**src/rtl/audio_route_pkg.sv**
```systemverilog
package audio_route_pkg;
  localparam int OUT_FIELD_W = 2;
  localparam int CODE_W      = 3;
  localparam int BYTE_W      = 8;
  localparam logic [CODE_W-1:0] MUTE_CODE = 3'b110;

  typedef struct packed {
    logic                   commit;
    logic [OUT_FIELD_W-1:0] outIdx;
    logic [CODE_W-1:0]      inCode;
  } routeStrobe_t;

  typedef enum logic [2:0] {
    BUS_IDLE,
    BUS_ADDR,
    BUS_ADDR_ACK,
    BUS_DATA,
    BUS_DATA_ACK,
    BUS_SKIP
  } busState_t;
endpackage

```
**src/rtl/i2c_route_ctrl.sv**
```systemverilog
module i2c_route_ctrl
  import audio_route_pkg::*;
#(
  parameter int         SYNC_STAGES = 2,
  parameter logic [6:0] ADDR_BASE   = 7'h4C
) (
  input  logic         clk,
  input  logic         rstN,
  input  logic         sclIn,
  input  logic         sdaIn,
  input  logic         addrSel,
  output logic         sdaPullLow,
  output routeStrobe_t strobe
);
  localparam int CNT_W = $clog2(BYTE_W + 1);
  localparam logic [CNT_W-1:0] LAST_BIT = CNT_W'(BYTE_W);

  logic [SYNC_STAGES-1:0] sclPipe, sdaPipe;
  logic sclNow, sdaNow, sclPrev, sdaPrev;
  logic sclRise, sclFall, startCond, stopCond;
  busState_t state;
  logic [CNT_W-1:0] bitCnt;
  logic [BYTE_W-1:0] shiftReg;
  logic [BYTE_W-1:0] addrByte;

  // Input synchronisers, bus idles high
  always_ff @(posedge clk) begin
    if (!rstN) begin
      sclPipe <= '1;
      sdaPipe <= '1;
      sclPrev <= 1'b1;
      sdaPrev <= 1'b1;
    end else begin
      sclPipe <= {sclPipe[SYNC_STAGES-2:0], sclIn};
      sdaPipe <= {sdaPipe[SYNC_STAGES-2:0], sdaIn};
      sclPrev <= sclNow;
      sdaPrev <= sdaNow;
    end
  end

  assign sclNow    = sclPipe[SYNC_STAGES-1];
  assign sdaNow    = sdaPipe[SYNC_STAGES-1];
  assign sclRise   = sclNow & ~sclPrev;
  assign sclFall   = ~sclNow & sclPrev;
  assign startCond = sclNow & sclPrev & sdaPrev & ~sdaNow;
  assign stopCond  = sclNow & sclPrev & ~sdaPrev & sdaNow;
  assign addrByte  = {ADDR_BASE | {6'b0, addrSel}, 1'b0};

  always_ff @(posedge clk) begin
    if (!rstN) begin
      state      <= BUS_IDLE;
      bitCnt     <= '0;
      shiftReg   <= '0;
      sdaPullLow <= 1'b0;
      strobe     <= '0;
    end else begin
      strobe <= '0;
      if (startCond) begin
        state      <= BUS_ADDR;
        bitCnt     <= '0;
        sdaPullLow <= 1'b0;
      end else if (stopCond) begin
        state      <= BUS_IDLE;
        bitCnt     <= '0;
        sdaPullLow <= 1'b0;
      end else begin
        unique case (state)
          BUS_ADDR, BUS_DATA: begin
            if (sclRise && bitCnt != LAST_BIT) begin
              shiftReg <= {shiftReg[BYTE_W-2:0], sdaNow};
              bitCnt   <= bitCnt + 1'b1;
            end else if (sclFall && bitCnt == LAST_BIT) begin
              if (state == BUS_ADDR) begin
                if (shiftReg == addrByte) begin
                  sdaPullLow <= 1'b1;
                  state      <= BUS_ADDR_ACK;
                end else begin
                  state <= BUS_SKIP;
                end
              end else begin
                sdaPullLow    <= 1'b1;
                state         <= BUS_DATA_ACK;
                strobe.commit <= 1'b1;
                strobe.outIdx <= shiftReg[6:5];
                strobe.inCode <= shiftReg[CODE_W-1:0];
              end
            end
          end
          BUS_ADDR_ACK, BUS_DATA_ACK: begin
            if (sclFall) begin
              sdaPullLow <= 1'b0;
              bitCnt     <= '0;
              state      <= BUS_DATA;
            end
          end
          default: ;
        endcase
      end
    end
  end


  sda_steady_scl_high_chk: assert property (@(posedge clk) disable iff (!rstN)
    (sclNow && sclPrev) |-> $stable(sdaPullLow));


  ack_after_full_byte_chk: assert property (@(posedge clk) disable iff (!rstN)
    $rose(sdaPullLow) |-> ($past(sclFall) && $past(bitCnt) == LAST_BIT));


  start_restarts_chk: assert property (@(posedge clk) disable iff (!rstN)
    startCond |=> (state == BUS_ADDR && bitCnt == '0 && !sdaPullLow));


  skip_no_commit_chk: assert property (@(posedge clk) disable iff (!rstN)
    (state == BUS_SKIP) |=> !strobe.commit);
endmodule

```
**src/rtl/route_regs.sv**
```systemverilog
module route_regs
  import audio_route_pkg::*;
#(
  parameter int NUM_OUT = 3,
  parameter int NUM_IN  = 6
) (
  input  logic                        clk,
  input  logic                        rstN,
  input  routeStrobe_t                strobe,
  output logic [NUM_OUT*CODE_W-1:0]   selFlat,
  output logic [NUM_OUT*NUM_IN-1:0]   enFlat,
  output logic [NUM_OUT-1:0]          muteVec
);
  for (genvar o = 0; o < NUM_OUT; o++) begin : g_out
    logic [CODE_W-1:0] selReg;
    logic              hit;

    assign hit = strobe.commit && (int'(strobe.outIdx) == o);

    always_ff @(posedge clk) begin
      if (!rstN) begin
        selReg <= MUTE_CODE;
      end else if (hit) begin
        selReg <= (int'(strobe.inCode) < NUM_IN) ? strobe.inCode : MUTE_CODE;
      end
    end

    assign selFlat[o*CODE_W +: CODE_W] = selReg;
    assign muteVec[o] = (int'(selReg) >= NUM_IN);

    for (genvar i = 0; i < NUM_IN; i++) begin : g_in
      assign enFlat[o*NUM_IN + i] = (selReg == CODE_W'(i));
    end


    row_onehot_chk: assert property (@(posedge clk) disable iff (!rstN)
      $countones({muteVec[o], enFlat[o*NUM_IN +: NUM_IN]}) == 1);


    mute_code_chk: assert property (@(posedge clk) disable iff (!rstN)
      (hit && int'(strobe.inCode) >= NUM_IN) |=> muteVec[o]);
  end


  unused_field_chk: assert property (@(posedge clk) disable iff (!rstN)
    (strobe.commit && int'(strobe.outIdx) >= NUM_OUT) |=> $stable(selFlat));


  hold_without_commit_chk: assert property (@(posedge clk) disable iff (!rstN)
    !strobe.commit |=> $stable(selFlat));
endmodule

```
**src/rtl/audio_route_ctrl.sv**
```systemverilog
module audio_route_ctrl
  import audio_route_pkg::*;
#(
  parameter int         NUM_OUT     = 3,
  parameter int         NUM_IN      = 6,
  parameter int         SYNC_STAGES = 2,
  parameter logic [6:0] ADDR_BASE   = 7'h4C
) (
  input  logic                      clk,
  input  logic                      rstN,
  input  logic                      sclIn,
  input  logic                      sdaIn,
  input  logic                      addrSel,
  output logic                      sdaPullLow,
  output logic [NUM_OUT*CODE_W-1:0] outSel,
  output logic [NUM_OUT*NUM_IN-1:0] outEnable,
  output logic [NUM_OUT-1:0]        outMute
);
  routeStrobe_t strobe;

  i2c_route_ctrl #(
    .SYNC_STAGES(SYNC_STAGES),
    .ADDR_BASE  (ADDR_BASE)
  ) u_ctrl (
    .clk       (clk),
    .rstN      (rstN),
    .sclIn     (sclIn),
    .sdaIn     (sdaIn),
    .addrSel   (addrSel),
    .sdaPullLow(sdaPullLow),
    .strobe    (strobe)
  );

  route_regs #(
    .NUM_OUT(NUM_OUT),
    .NUM_IN (NUM_IN)
  ) u_regs (
    .clk    (clk),
    .rstN   (rstN),
    .strobe (strobe),
    .selFlat(outSel),
    .enFlat (outEnable),
    .muteVec(outMute)
  );


  reset_idle_chk: assert property (@(posedge clk)
    $rose(rstN) |-> (!sdaPullLow && outMute == '1));
endmodule

```
**config.mk**
```make
export PLATFORM = sky130hd
export DESIGN_NAME = audio_route_ctrl
export DESIGN_NICKNAME = d
export VERILOG_FILES = /design/src/rtl/audio_route_pkg.sv /design/src/rtl/i2c_route_ctrl.sv /design/src/rtl/route_regs.sv /design/src/rtl/audio_route_ctrl.sv
export SDC_FILE = /design/constraint.sdc
export NUM_CORES = 1
export LEC_CHECK = 0
export CAP_MARGIN = 20
export CORE_ASPECT_RATIO = 0.8
export CORE_UTILIZATION = 45
export DETAILED_ROUTE_END_ITERATION = 6
export PLACE_DENSITY = 0.75
export SLEW_MARGIN = 20
export SYNTH_ARGS = -nofsm -noshare
export SYNTH_HDL_FRONTEND = slang
export SYNTH_SLANG_ARGS = --single-unit
export TNS_END_PERCENT = 10
```
**constraint.sdc**
```tcl
create_clock -name clk -period 1.7 [get_ports clk]
set_clock_uncertainty 0.2 [all_clocks]
set_input_delay 0.255 -clock clk [delete_from_list [all_inputs] [get_ports clk]]
set_output_delay 0.255 -clock clk [all_outputs]
set_load 0.02 [all_outputs]
```
==> summary.txt <==
outcome: completed
area leader, netlist: dfxtp_1
Critical Path End Type: register
mapped cell area: 1650 µm²
hold_ws: 213 ps
Syn Area/Cell: 9.23 µm²
first-pass GRT wire length: 5.75 mm
final net count: 238
initial DRC count: 38
TritonCTS Sinks: 37
Chip Height: 56.2 µm
sw power: 0.000338 W
Yosys reg bits: 37
share of cells above drive strength 1: 0.220
Core Util, Final: 0.646
total CTS buffers: 5
FF+latch area: 758 µm²
commonest non-fill, non-tap cell in the layout: nand2_1
Setup WS pre-CTS: -74.8 ps
non-filler cells, final: 274
sequential area share after synthesis: 0.448
area fraction of the dominant cell type after synthesis: 0.448
Crit path required time: 1680 ps
CTS tree: built
final setup margin: 19.3 ps
synth warn: 0
Sw Ratio: 0.197
area delta synth->final: 35.8%
final HPWL from detailed placement: 2.59 mm
WP data arrival: 1660 ps
Setup Fix Bufs, Post-CTS: 0
CTS root buffer: clkbuf_8
Peak VDD IR: 0.790 mV
I/O pin total: 36
Slew HR: 0.719
I/O Buffers: 35
WL/cell: 12.7 µm
number of global-route vias before repair: 1,343
overall global routing resource usage: 0.186
fill cell count: 285
unrepaired setup endpoints after global routing: true
Cell Pwr Density: 764 nW/µm²
kind of critical path: reg -> reg
Unique masters post-synth: 37
RD Place Congestion: 0.788
final worst path period need: 1680 ps
GRT overflow: 0
largest net degree at the start of global routing: 25
Skew-Pair Late Insertion Delay: 290 ps
cell row count: 19
CP Launch Type: register
syn_nets: 186
DRT Pass-1 Iters: 4
clk slew on worst S/H paths: 70 ps
# setup viols final: 0
Peak Freq: 0.595 GHz
full die area: 3920 µm²
Synth area leaders: dfxtp_1 (45%), nand2_1 (6.8%), mux2i_1 (6.1%)
commonest cells after routing, fill and taps aside: nand2_1 (29), dfxtp_1 (27), dlygate4sd2_1 (16), buf_4 (15), mux2i_1 (10)
WL final: 3.47 mm
final period utilization: 0.989
setup TNS: 0 ps
Internal: 0.00138 W
core footprint: 3470 µm²
antenna cells: 0
Vias: 1,423
Bufs on Longest Clock Path: 2
Hold Path Class: reg -> reg
Starting Density: 0.476
Pleak: 0.907 nW
Synth Instances: 179
area of the multi-input gates: 893 µm²
Worst Path Max Fanout: 4
initial antenna violation count: 0
Placed Cells: 266
max_cap viols: 0
Combinational Power Share: 0.033
Final ANT Viol Nets: 0
worst slew pin tran: 418 ps
DRC Markers: 0
clock power share: 0.456
max-slew violations: 0
CTS H-tree depth: 2
Sequential Power Share: 0.511
Fin. Hold Viols: 0
Vias/cell: 5.19
Die Wd: 69.7 µm
[sequential cells by signal, summed over array words and instances (netlist names)]
register,count
u_ctrl.sdaPipe,2
u_ctrl.sdaPullLow,1
u_ctrl.sdaPrev,1
u_ctrl.sclPipe,2
u_ctrl.state,3
u_regs.g_out.selReg,9
u_ctrl.bitCnt,4
u_ctrl.sclPrev,1
u_ctrl.shiftReg,8
u_ctrl.strobe,6
[routing by layer]
metal	track usage	part of all wire	up-vias
met3	0.0616	0.050	7
met4	0.0686	0.020	0
li1	-	-	729
met5	0	0	-
met1	0.213	0.44	652
met2	0.326	0.49	35
[cells in the mapped netlist]
cell type,count
nor3b_1,10
a31oi_1,1
or3_1,1
nand2_1,30
a21boi_1,8
inv_1,4
nand2b_1,8
o21ai_0,2
buf_2,2
mux2i_1,10
or2_1,1
nand3_1,3
a32o_1,1
nor2b_1,3
clkbuf_1,2
nor4_4,1
o31a_1,1
nor3b_2,1
and3b_1,4
nor3_1,7
a21oi_1,5
nor4bb_1,1
nor2_1,5
o2111ai_1,2
xor2_1,1
and4bb_1,1
o211ai_1,2
ha_1,2
o21a_1,4
dfxtp_1,37
xnor2_1,3
o21ai_1,1
nand3b_1,3
a21boi_0,1
and2_1,9
and4_1,1
and3_1,1
[worst max-delay path: stages, from the launching register on]
cell and delay (ps):
dfxtp_2 340, inv_1 60, ha_1 140, nand3b_1 150
nor3_1 400, o31a_1 220, nor2_1 50
[cell type report]
class	count	share of cell area
repair buffers	49	0.180
well taps	42	0.0234
inverters	4	0.00670
flip-flops and latches	37	0.338
clock buffers	6	0.0368
multi-input cells	134	0.398
clock inverters	2	0.0167
[cell families (layout without fill, tap and decap cells)]
family | after synthesis | in the layout | synth area share
AOI/OAI and AO/OA | 28 | 28 | 0.118
adders and majority gates | 2 | 2 | 0.0151
buffers and inverters | 8 | 61 | 0.0197
muxes | 10 | 10 | 0.0606
xor gates and xnor gates | 4 | 4 | 0.0212
and+or+nand+nor | 90 | 90 | 0.317
DFF | 37 | 37 | 0.448
[path summary, 6_finish.rpt]
| path | endpoint | slack (ps) | cells after the start | from |
|---|---|---|---|---|
| max | u_ctrl.state[0] | 20 | 6 | u_ctrl.bitCnt[1] |
| min | u_ctrl.sdaPipe[1] | 210 | 1 | u_ctrl.sdaPipe[0] |
| max reg2reg | u_ctrl.state[0] | 20 | 6 | u_ctrl.bitCnt[1] |
| min reg2reg | u_ctrl.sdaPipe[1] | 210 | 1 | u_ctrl.sdaPipe[0] |
[power by group through the flow]
stage / Combinational (W) / Sequential (W) / Clock [W]
5_1_grt: 0.0000615 / 0.000877 / 0.000825
6_report: 0.0000563 / 0.000876 / 0.000781
2_1_floorplan: 0.0000337 / 0.000898 / 0
3_3_place_gp: 0.0000545 / 0.000899 / 0
4_1_cts: 0.0000570 / 0.000879 / 0.000790
3_5_place_dp: 0.0000564 / 0.000899 / 0
[metrics by stage]
stage	area, µm²	power [W]
2_1_floorplan	1650	0.000931
3_3_place_gp	2140	0.000954
3_5_place_dp	2140	0.000956
4_1_cts	2240	0.00173
5_1_grt	2240	0.00176
6_report	2240	0.00171
[what timing repair did]
action	4_1_cts	5_1_grt
pin swaps	1	2
hold endpoints to repair	0	0
endpoints found under the setup margin	36	35
hold buffers	0	0
resized for setup	53	31
No activity file was read; power rests on OpenSTA's default activity.
